--- src/rtl/stf_pkg.sv ---
package stf_pkg;

  typedef enum logic [2:0] {
    PH_IDLE   = 3'd0,
    PH_SYNC   = 3'd1,
    PH_DATA   = 3'd2,
    PH_CRC_LO = 3'd3,
    PH_CRC_HI = 3'd4
  } phase_e;

  localparam logic [15:0] POLY_A = 16'h8005;
  localparam logic [15:0] POLY_B = 16'h1021;

endpackage

--- src/rtl/stf_bit_timer.sv ---
module stf_bit_timer #(
  parameter int BIT_DIV = 4
) (
  input  logic clk,
  input  logic rst,
  output logic tick,
  output logic line_clk
);

  localparam int CW   = (BIT_DIV > 2) ? $clog2(BIT_DIV) : 1;
  localparam int HALF = BIT_DIV / 2;
  localparam logic [CW-1:0] LAST_C = CW'(BIT_DIV - 1);
  localparam logic [CW-1:0] HALF_C = CW'(HALF);

  logic [CW-1:0] cnt_q;
  logic [CW-1:0] cnt_d;

  assign tick  = (cnt_q == LAST_C);
  assign cnt_d = tick ? '0 : cnt_q + 1'b1;

  always_ff @(posedge clk) begin
    if (rst) begin
      cnt_q    <= '0;
      line_clk <= 1'b0;
    end else begin
      cnt_q    <= cnt_d;
      line_clk <= (cnt_d >= HALF_C);
    end
  end

  AST_TICK_ISOLATED: assert property (@(posedge clk) disable iff (rst)
    tick |=> !tick);
  AST_CLK_FALLS_ON_TICK: assert property (@(posedge clk) disable iff (rst)
    $fell(line_clk) |-> $past(tick));

endmodule

--- src/rtl/stf_crc16.sv ---
module stf_crc16 import stf_pkg::*; #(
  parameter int CHAR_W = 8
) (
  input  logic              clk,
  input  logic              rst,
  input  logic              init,
  input  logic              preset_ones,
  input  logic              upd,
  input  logic              sel_b,
  input  logic [CHAR_W-1:0] din,
  output logic [15:0]       crc
);

  function automatic logic [15:0] crc_char(input logic [15:0] c_in,
                                           input logic [CHAR_W-1:0] d,
                                           input logic [15:0] poly);
    logic [15:0] c;
    logic        fb;
    c = c_in;
    for (int i = 0; i < CHAR_W; i++) begin
      fb = d[i] ^ c[15];
      c  = {c[14:0], 1'b0} ^ (fb ? poly : 16'h0000);
    end
    return c;
  endfunction

  logic [15:0] poly;
  assign poly = sel_b ? POLY_B : POLY_A;

  always_ff @(posedge clk) begin
    if (rst) begin
      crc <= '0;
    end else if (init) begin
      crc <= preset_ones ? 16'hFFFF : 16'h0000;
    end else if (upd) begin
      crc <= crc_char(crc, din, poly);
    end
  end

  AST_INIT_NOT_WITH_DATA: assert property (@(posedge clk) disable iff (rst)
    init |-> !upd);

endmodule

--- src/rtl/stf_shifter.sv ---
module stf_shifter #(
  parameter int MAX_LEN = 9,
  parameter int LEN_W   = 4
) (
  input  logic               clk,
  input  logic               rst,
  input  logic               tick,
  input  logic               load,
  input  logic [MAX_LEN-1:0] ld_bits,
  input  logic [LEN_W-1:0]   ld_len,
  output logic               txd,
  output logic               empty
);

  logic [MAX_LEN-1:0] sh_q;
  logic [LEN_W-1:0]   cnt_q;

  assign empty = (cnt_q == '0);

  always_ff @(posedge clk) begin
    if (rst) begin
      sh_q  <= '0;
      cnt_q <= '0;
      txd   <= 1'b1;
    end else if (tick) begin
      if (!empty) begin
        txd   <= sh_q[0];
        sh_q  <= sh_q >> 1;
        cnt_q <= cnt_q - 1'b1;
      end else if (load) begin
        txd   <= ld_bits[0];
        sh_q  <= ld_bits >> 1;
        cnt_q <= ld_len - 1'b1;
      end else begin
        txd   <= 1'b1;
      end
    end
  end

  AST_LOAD_ONLY_FREE: assert property (@(posedge clk) disable iff (rst)
    load |-> (tick && empty));

endmodule

--- src/rtl/stf_sequencer.sv ---
module stf_sequencer import stf_pkg::*; #(
  parameter int CHAR_W  = 8,
  parameter int SYNC_W  = 8,
  parameter int MAX_LEN = 9,
  parameter int LEN_W   = 4
) (
  input  logic               clk,
  input  logic               rst,
  input  logic               tick,
  input  logic               sh_empty,
  input  logic               fifo_empty,
  input  logic [CHAR_W-1:0]  fifo_data,
  input  logic               fifo_last,
  input  logic               cts,
  input  logic               cfg_cts_en,
  input  logic [SYNC_W-1:0]  cfg_sync_char,
  input  logic               cfg_sync_two,
  input  logic               cfg_par_en,
  input  logic               cfg_par_odd,
  input  logic               cfg_crc_append,
  input  logic [15:0]        crc,
  output logic               load,
  output logic [MAX_LEN-1:0] ld_bits,
  output logic [LEN_W-1:0]   ld_len,
  output logic               fifo_rd,
  output logic               crc_init,
  output logic               crc_upd
);

  localparam logic [LEN_W-1:0] LEN_SYNC = LEN_W'(SYNC_W);
  localparam logic [LEN_W-1:0] LEN_CHAR = LEN_W'(CHAR_W);
  localparam logic [LEN_W-1:0] LEN_PAR  = LEN_W'(CHAR_W + 1);
  localparam logic [LEN_W-1:0] LEN_BYTE = LEN_W'(8);

  phase_e ph_q, ph_d;
  logic   go;
  logic   slot;
  logic   par_bit;

  assign go      = !cfg_cts_en || cts;
  assign slot    = tick && sh_empty && go;
  assign par_bit = (^fifo_data) ^ cfg_par_odd;

  always_comb begin
    ph_d     = ph_q;
    load     = 1'b0;
    ld_bits  = '0;
    ld_len   = '0;
    fifo_rd  = 1'b0;
    crc_init = 1'b0;
    crc_upd  = 1'b0;
    if (slot) begin
      case (ph_q)
        PH_IDLE: begin
          if (!fifo_empty) begin
            load     = 1'b1;
            ld_bits  = MAX_LEN'(cfg_sync_char);
            ld_len   = LEN_SYNC;
            crc_init = 1'b1;
            ph_d     = cfg_sync_two ? PH_SYNC : PH_DATA;
          end
        end
        PH_SYNC: begin
          load    = 1'b1;
          ld_bits = MAX_LEN'(cfg_sync_char);
          ld_len  = LEN_SYNC;
          ph_d    = PH_DATA;
        end
        PH_DATA: begin
          if (!fifo_empty) begin
            load    = 1'b1;
            fifo_rd = 1'b1;
            crc_upd = 1'b1;
            if (cfg_par_en) begin
              ld_bits = MAX_LEN'({par_bit, fifo_data});
              ld_len  = LEN_PAR;
            end else begin
              ld_bits = MAX_LEN'(fifo_data);
              ld_len  = LEN_CHAR;
            end
            if (fifo_last) begin
              ph_d = cfg_crc_append ? PH_CRC_LO : PH_IDLE;
            end
          end
        end
        PH_CRC_LO: begin
          load    = 1'b1;
          ld_bits = MAX_LEN'(crc[7:0]);
          ld_len  = LEN_BYTE;
          ph_d    = PH_CRC_HI;
        end
        PH_CRC_HI: begin
          load    = 1'b1;
          ld_bits = MAX_LEN'(crc[15:8]);
          ld_len  = LEN_BYTE;
          ph_d    = PH_IDLE;
        end
        default: ph_d = PH_IDLE;
      endcase
    end
  end

  always_ff @(posedge clk) begin
    if (rst) ph_q <= PH_IDLE;
    else     ph_q <= ph_d;
  end

  AST_CTS_GATES_START: assert property (@(posedge clk) disable iff (rst)
    load |-> (!cfg_cts_en || cts));
  AST_NO_POP_OUTSIDE_DATA: assert property (@(posedge clk) disable iff (rst)
    (ph_q != PH_DATA) |-> !fifo_rd);
  AST_NO_POP_EMPTY: assert property (@(posedge clk) disable iff (rst)
    fifo_rd |-> !fifo_empty);

endmodule

--- src/rtl/sync_tx_framer.sv ---
module sync_tx_framer import stf_pkg::*; #(
  parameter int CHAR_W  = 8,
  parameter int SYNC_W  = 8,
  parameter int BIT_DIV = 4
) (
  input  logic              clk,
  input  logic              rst,
  input  logic              fifo_empty,
  input  logic [CHAR_W-1:0] fifo_data,
  input  logic              fifo_last,
  output logic              fifo_rd,
  input  logic              cts,
  input  logic              cfg_cts_en,
  input  logic [SYNC_W-1:0] cfg_sync_char,
  input  logic              cfg_sync_two,
  input  logic              cfg_par_en,
  input  logic              cfg_par_odd,
  input  logic              cfg_crc_append,
  input  logic              cfg_crc_ccitt,
  input  logic              cfg_crc_preset_ones,
  output logic              txd,
  output logic              txclk
);

  localparam int LEN_A   = (CHAR_W + 1 > SYNC_W) ? CHAR_W + 1 : SYNC_W;
  localparam int MAX_LEN = (LEN_A > 8) ? LEN_A : 8;
  localparam int LEN_W   = $clog2(MAX_LEN + 1);

  logic               tick;
  logic               sh_empty;
  logic               load;
  logic [MAX_LEN-1:0] ld_bits;
  logic [LEN_W-1:0]   ld_len;
  logic               crc_init;
  logic               crc_upd;
  logic [15:0]        crc;

  stf_bit_timer #(.BIT_DIV(BIT_DIV)) u_timer (
    .clk      (clk),
    .rst      (rst),
    .tick     (tick),
    .line_clk (txclk)
  );

  stf_sequencer #(
    .CHAR_W (CHAR_W),
    .SYNC_W (SYNC_W),
    .MAX_LEN(MAX_LEN),
    .LEN_W  (LEN_W)
  ) u_seq (
    .clk           (clk),
    .rst           (rst),
    .tick          (tick),
    .sh_empty      (sh_empty),
    .fifo_empty    (fifo_empty),
    .fifo_data     (fifo_data),
    .fifo_last     (fifo_last),
    .cts           (cts),
    .cfg_cts_en    (cfg_cts_en),
    .cfg_sync_char (cfg_sync_char),
    .cfg_sync_two  (cfg_sync_two),
    .cfg_par_en    (cfg_par_en),
    .cfg_par_odd   (cfg_par_odd),
    .cfg_crc_append(cfg_crc_append),
    .crc           (crc),
    .load          (load),
    .ld_bits       (ld_bits),
    .ld_len        (ld_len),
    .fifo_rd       (fifo_rd),
    .crc_init      (crc_init),
    .crc_upd       (crc_upd)
  );

  stf_crc16 #(.CHAR_W(CHAR_W)) u_crc (
    .clk        (clk),
    .rst        (rst),
    .init       (crc_init),
    .preset_ones(cfg_crc_preset_ones),
    .upd        (crc_upd),
    .sel_b      (cfg_crc_ccitt),
    .din        (fifo_data),
    .crc        (crc)
  );

  stf_shifter #(.MAX_LEN(MAX_LEN), .LEN_W(LEN_W)) u_shift (
    .clk    (clk),
    .rst    (rst),
    .tick   (tick),
    .load   (load),
    .ld_bits(ld_bits),
    .ld_len (ld_len),
    .txd    (txd),
    .empty  (sh_empty)
  );

  AST_TXD_MOVES_WITH_CLK_LOW: assert property (@(posedge clk) disable iff (rst)
    !$stable(txd) |-> !txclk);
  AST_MARK_WHEN_FREE: assert property (@(posedge clk) disable iff (rst)
    (tick && sh_empty && !load) |=> txd);

endmodule

--- config.mk ---
export PLATFORM = sky130hd
export DESIGN_NAME = sync_tx_framer
export DESIGN_NICKNAME = d
export VERILOG_FILES = /design/src/rtl/stf_pkg.sv /design/src/rtl/stf_bit_timer.sv /design/src/rtl/stf_crc16.sv /design/src/rtl/stf_shifter.sv /design/src/rtl/stf_sequencer.sv /design/src/rtl/sync_tx_framer.sv
export SDC_FILE = /design/constraint.sdc
export NUM_CORES = 1
export LEC_CHECK = 0
export ABC_AREA = 0
export BUFFER_PORTS_ARGS = -buffer_cell sky130_fd_sc_hd__buf_2
export CORE_MARGIN = 1
export CORE_UTILIZATION = 60
export DETAILED_ROUTE_END_ITERATION = 16
export GPL_TIMING_DRIVEN = 0
export PLACE_DENSITY = 0.88
export SETUP_SLACK_MARGIN = 0.5
export SLEW_MARGIN = 20
export SYNTH_ARGS = -nofsm -noshare
export SYNTH_HDL_FRONTEND = slang
export SYNTH_SLANG_ARGS = --single-unit
export TNS_END_PERCENT = 100
--- constraint.sdc ---
create_clock -name clk -period 5.5 [get_ports clk]
set_clock_uncertainty 0.1 [all_clocks]
set_input_delay 1.1 -clock clk [delete_from_list [all_inputs] [get_ports clk]]
set_output_delay 1.1 -clock clk [all_outputs]
set_load 0.01 [all_outputs]
==> run metrics, run 1 <==
DP HPWL=4930 um; Core Rows=22; min-delay worst type=reg -> reg; Post-Synthesis Cells=292; Seq/Total Area, Yosys=0.282; hold_sp=u_timer.cnt_q[0]$_SDFF_PP0_; Placement Setup Slack=2.04 ns; diode count=0; setup bufs post-CTS=0; asr flop ratio synth=0; most used cell, CP=buf_2; Die Wd=65.5 um; Max-slew headroom=0.456; vias in the first global route=2329; Root Driver=clkbuf_8; CTS resizes=0; Fill cells=301; Reg2Reg Depth=6; via/cell ratio=6.59; P_leak=0.955 nW; Final period util=0.633; overall power=0.673 mW; VDD IR max=0.218 mV; nets=356; largest net degree at the start of global routing=12; clock power share=0.347; Routed Antenna Nets=0; CP Buf/Inv Count=2; Initial Util=0.641; die area=4290 sq um; crit path cell chain=buf_2 -> nand2b_1 -> nand3_1 -> nor4_1 -> buf_2; Critical Path End Type=output pin; worst r2r src=u_shift.cnt_q[0]$_SDFFE_PP0P_; Final Hold Vio Count=0; PwrDens=247 nW/um^2; cell count after placement=367; max-slew violation count=0; CTS sink count=34; part of the power in registers=0.391; syn_nets=322; Synth area leaders=dfxtp_1 28%, xnor2_1 9.1%, nor2_1 5.7%; cell with the largest stage delay on the worst path=nor4_1; Port Buffers=27; clk_lat worst skew=0.30 ns; Area growth syn-to-layout=12.6%; Cell variety after synth=51; TritonCTS buffer count=5; most common cell after layout, fill and taps aside=nor2_1; RSZ-0062 raised after global routing=false; Tmin final=3.48 ns; Worst Path Required=4.30 ns; outcome=complete, no violations; Pint=0.464 mW; design area=2720 sq um; Yosys top cell area share=0.282; kind of critical path=in -> out; #FFs+latches synth=34; Peak Freq=287 MHz; largest area contributor in the netlist=dfxtp_1; clk slew on worst S/H paths=0.07 ns; Synth Cell Area=2420 sq um; Post-synth EDFFs=0; final setup TNS=0 ns; GRT Total Usage=0.341; r2r setup slk=2.88 ns; CTS tree=built; first-pass GRT wire length=11000 um; part of the power in combinational logic=0.262; Area after DPL=2610 sq um; CORE AREA=3770 sq um; MaxCap Viol Count=0; routability cong.=0.911; # setup viols final=0; post-DR wirelength/cell=17.8 um; Min Hold Slack=0.347 ns; Avg Inst Size Synth=8.28 sq um; Sw Share=0.310; antenna violations before repair=0; max incr delay on CP=0.53 ns; fin cells=375; DR pass1 iterations=5; hold worst-path end=u_timer.cnt_q[0]$_SDFF_PP0_; worst-margin pin slew=0.809 ns; terminus of the critical flop-to-flop path=u_crc.crc[6]$_SDFFE_PP0P_; Net Sw Power=0.209 mW; Max FO, Critical Path=8; final worst slack=2.02 ns; Die Y=65.5 um; Crit path max-delay family=simple AND/OR/NAND/NOR gates; drt total wl=6670 um; WHS Path Cells=1; hold buffers post-CTS=0; total gr overflow=0; Yosys Warn Count=0; Layout Utilization=0.722; layout cells sized above 1=0.153; DR vias=2471; Initial DRC Count=262; type of origin of the critical path=primary input; Max H-tree Level=2; most frequent cells in the layout=37 x nor2_1, 34 x dfxtp_1, 28 x buf_2; top_reg_cell synth=dfxtp_1; Worst Path Arrival=2.28 ns; I/O pins=31; DRC=0; clk buf depth=2
[flip-flops by register name (all words and copies together) (netlist names)]
signal	cells
u_shift.txd	1
u_timer.cnt_q	2
u_crc.crc	16
u_seq.ph_q	3
u_shift.cnt_q	4
u_shift.sh_q	8
[cells in the mapped netlist (3+ instances only)]
master     n
clkbuf_1  17
nand2_1   21
a32oi_1    3
o21ai_0    5
nand4_1    3
xnor2_2    5
xor2_1    12
a211o_1    3
a221oi_1   7
a22oi_1   14
nor4_1     6
nand2b_1   3
dfxtp_1   34
nor3_1    10
xnor2_1   25
a211oi_1  11
nand3b_1   3
nor2_1    37
mux2i_1    5
o22ai_1    7
nor2b_1    6
a21oi_1   18
[routing by layer]
metal / track usage / vias to the layer above / part of all wire
met5: 0 / - / 0
met4: 0.144 / 0 / 0.018
met1: 0.468 / 1140 / 0.42
met2: 0.524 / 169 / 0.46
li1: - / 1147 / -
met3: 0.0573 / 15 / 0.10
[kinds of logic after synthesis]
group | count (synthesis) | share of synthesized area
xor gates and xnor gates | 46 | 0.205
muxes | 5 | 0.0207
buffers and inverters | 23 | 0.0393
AOI/OAI and AO/OA | 83 | 0.244
and+or+nand+nor | 99 | 0.199
DFF | 34 | 0.282
adders and majority gates | 2 | 0.0104
[worst register-to-register path, stage by stage, from the launching register on]
cell      delay [ns]
dfxtp_1         0.36
nor4_2          0.38
nand3_1         0.31
or4_1           0.46
clkbuf_1        0.20
nor2_1          0.48
a211oi_1        0.18
[area by class of cell]
type | count | area, sq um | share of cell area
tap | 48 | 60.1 | 0.0221
sequential | 34 | 681 | 0.250
multi-input combinational | 235 | 1640 | 0.603
buffer | 20 | 83.8 | 0.0308
clock inverter | 3 | 40.0 | 0.0147
inverter | 3 | 11.3 | 0.00414
timing repair buffer | 27 | 135 | 0.0497
clock buffer | 5 | 68.8 | 0.0253
[worst max-delay path by stage]
stage | start | endpoint | slack (ns) | cells after the start
final | cts | fifo_rd | 2.02 | 5
after global routing | cts | fifo_rd | 1.95 | 5
after CTS | cts | fifo_rd | 2.04 | 5
after detailed placement | cts | fifo_rd | 2.04 | 5
after global placement | cts | fifo_rd | 2.07 | 5
after floorplan | cts | fifo_rd | 2.34 | 3
[power groups by stage]
stage                     Sequential [mW]  Combinational [mW]  Clock (mW)
after CTS                           0.263               0.173       0.232
after global placement              0.268               0.167           0
final                               0.263               0.176       0.233
after detailed placement            0.269               0.172           0
after global routing                0.264               0.193       0.245
after floorplan                     0.267               0.129           0
Note: power is estimated with default switching activity, not from simulation.
==> run 2: changes to the inputs <==
- CORE_UTILIZATION: 60 -> 52
- PLACE_DENSITY: 0.88 -> 0.82
- clock period: 5.5 -> 3.2 ns (I/O delays scaled with it)
==> run 2 against run 1 <==
Against the previous run: combinational power increased by 72%; cell count increased by 1.1%; die area rose by 15%; via count shrank 1.0%; wire length is 0.60% lower; flip-flop and latch count unchanged; clock power is 73% higher; worst hold slack got worse by 0.010 ns; utilization is 9.9 points lower; clock-buffer cell count unchanged; total power up 72%; critical path type is now in -> reg; critical endpoint is now u_crc.crc[0]$_SDFFE_PP0P_; largest cell class unchanged; largest power group unchanged; highest routed layer unchanged.
==> run metrics, run 2 (synthesized netlist as in run 1, its figures left out) <==
Sw Share=0.309 (was 0.310); most frequent cells in the layout=37 x nor2_1, 34 x dfxtp_1, 28 x buf_2 (unchanged); Routed Antenna Nets=0 (unchanged); first-pass GRT wire length=10900 um (was 11000 um); RSZ-0062 raised after global routing=true (was false); post-DR wirelength/cell=17.5 um (was 17.8 um); Port Buffers=27 (unchanged); hold_sp=u_timer.cnt_q[0]$_SDFF_PP0_ (unchanged); Final Hold Vio Count=0 (unchanged); Max H-tree Level=2 (unchanged); DR vias=2446 (was 2471); cell with the largest stage delay on the worst path=xnor2_1 (was nor4_1); largest registers=u_crc.crc (16), u_shift.sh_q (8), u_shift.cnt_q (4) (unchanged); kind of critical path=in -> reg (was in -> out); part of the power in combinational logic=0.262 (about the same); terminus of the critical flop-to-flop path=u_crc.crc[0]$_SDFFE_PP0P_ (was u_crc.crc[6]$_SDFFE_PP0P_); Sequential Area=681 sq um (unchanged); nets=356 (unchanged); routability cong.=0.929 (was 0.911); largest net degree at the start of global routing=13 (was 12); min-delay worst type=reg -> reg (unchanged); DRC=0 (unchanged); setup bufs post-CTS=0 (unchanged); Core Rows=24 (was 22); Critical Path End Type=register (was output pin); worst r2r src=u_crc.crc[10]$_SDFFE_PP0P_ (was u_shift.cnt_q[0]$_SDFFE_PP0P_); Max-slew headroom=0.422 (was 0.456); Pint=0.800 mW (was 0.464 mW); WHS Path Cells=1 (unchanged); PwrDens=422 nW/um^2 (was 247 nW/um^2); Worst Path Required=3.30 ns (was 4.30 ns); Peak Freq=381 MHz; Crit path max-delay family=XOR/XNOR gates (was simple AND/OR/NAND/NOR gates); max-slew violation count=0 (unchanged); most common cell after layout, fill and taps aside=nor2_1 (unchanged); final setup TNS=0 ns (unchanged); via/cell ratio=6.45 (was 6.59); Final period util=0.820; antenna violations before repair=0 (unchanged); worst-margin pin slew=0.859 ns (was 0.809 ns); part of the power in registers=0.391 (about the same); Die Y=70.2 um (was 65.5 um); DR pass1 iterations=6 (was 5); CTS sink count=34 (unchanged); MaxCap Viol Count=0 (unchanged); hold worst-path end=u_timer.cnt_q[0]$_SDFF_PP0_ (unchanged); CP Buf/Inv Count=1 (was 2); overall power=1.16 mW (was 0.673 mW); crit path cell chain=buf_2 -> xnor2_1 -> xnor3_2 -> xnor3_2 -> a21boi_2 -> xnor2_1 -> a311oi_1 (was buf_2 -> nand2b_1 -> nand3_1 -> nor4_1 -> buf_2); drt total wl=6630 um (was 6670 um); Die Wd=70.2 um (was 65.5 um); Top reg by flops=u_crc.crc (unchanged); VDD IR max=0.322 mV (was 0.218 mV); clk slew on worst S/H paths=0.07 ns (about the same); outcome=complete, no violations (unchanged); CORE AREA=4410 sq um (was 3770 sq um); Max FO, Critical Path=8 (unchanged); Area growth syn-to-layout=13.6% (was 12.6%); Reg2Reg Depth=6 (unchanged); Net Sw Power=0.358 mW (was 0.209 mW); CTS tree=built (unchanged); # setup viols final=0 (unchanged); Root Driver=clkbuf_8 (unchanged); diode count=0 (unchanged); TritonCTS buffer count=5 (unchanged); vias in the first global route=2246 (was 2329); I/O pins=31 (unchanged); critical path depth=7 (was 5); max FFs per register=16 (unchanged); max incr delay on CP=0.56 ns (was 0.53 ns); Fill cells=380 (was 301); Initial DRC Count=331 (was 262); Worst Path Arrival=2.73 ns (was 2.28 ns); clk buf depth=2 (unchanged); total gr overflow=0 (unchanged); Initial Util=0.548 (was 0.641); clock power share=0.347 (about the same); area taken by multi-input logic gates=1660 sq um (was 1640 sq um); GRT Total Usage=0.279 (was 0.341); P_leak=0.949 nW (was 0.955 nW); DP HPWL=4780 um (was 4930 um); r2r setup slk=0.68 ns (was 2.88 ns); die area=4930 sq um (was 4290 sq um); type of origin of the critical path=primary input (unchanged); Tmin final=2.62 ns; layout cells sized above 1=0.162 (was 0.153); clk_lat worst skew=0.29 ns (was 0.30 ns)
run 2: final cells by class:
type / count / area share
Timing Repair Buffer: 27 / 0.0492
Sequential cell: 34 / 0.248
Clock buffer: 5 / 0.0251
Tap cell: 52 / 0.0237
Buffer: 20 / 0.0305
Inverter: 3 / 0.00410
Clock inverter: 3 / 0.0164
Multi-Input combinational cell: 235 / 0.603
run 2: power groups by stage:
stage | Clock, mW | Combinational (mW) | Sequential [mW]
detailed placement | 0 | 0.294 | 0.462
floorplan | 0 | 0.222 | 0.460
finish | 0.402 | 0.303 | 0.452
global route | 0.419 | 0.331 | 0.454
CTS | 0.409 | 0.297 | 0.452
global placement | 0 | 0.287 | 0.461
run 2: routing by layer:
| layer | part of all wire | vias to the layer above | GRT usage |
|---|---|---|---|
| li1 | - | 1141 | - |
| met1 | 0.45 | 1159 | 0.401 |
| met2 | 0.46 | 130 | 0.420 |
| met3 | 0.077 | 16 | 0.0491 |
| met4 | 0.019 | 0 | 0.0956 |
| met5 | 0 | - | 0 |
run 2: how the worst max path moves through the flow:
stage | from | end | slack, ns
after floorplan | fifo_data[5] | u_crc.crc[0]$_SDFFE_PP0P_ | 0.70
after global placement | fifo_data[5] | u_crc.crc[0]$_SDFFE_PP0P_ | 0.33
after detailed placement | fifo_data[5] | u_crc.crc[0]$_SDFFE_PP0P_ | 0.29
after CTS | u_shift.cnt_q[0]$_SDFFE_PP0P_ | fifo_rd | 0.54
after global routing | u_shift.cnt_q[0]$_SDFFE_PP0P_ | fifo_rd | 0.47
final | fifo_data[5] | u_crc.crc[0]$_SDFFE_PP0P_ | 0.58
run 2: repair_timing:
action,in CTS,in global routing
endpoints found under the setup margin,1,17
pin swaps,0,0
endpoints found under the hold margin,0,0
gates resized for setup,1,2
hold buffers,0,0
run 2: metrics by stage:
step                      cell area, sq um  std cells  setup WS, ns  hold WS [ns]  utilization
final                                 2750        379         0.575         0.337        0.622
after global placement                2620        371         0.326         0.312        0.593
after detailed placement              2620        371         0.293         0.326        0.593
after floorplan                       2420        292         0.698         0.302            -
after CTS                             2740        379         0.538         0.336        0.620
after global routing                  2750        379         0.472         0.357        0.622
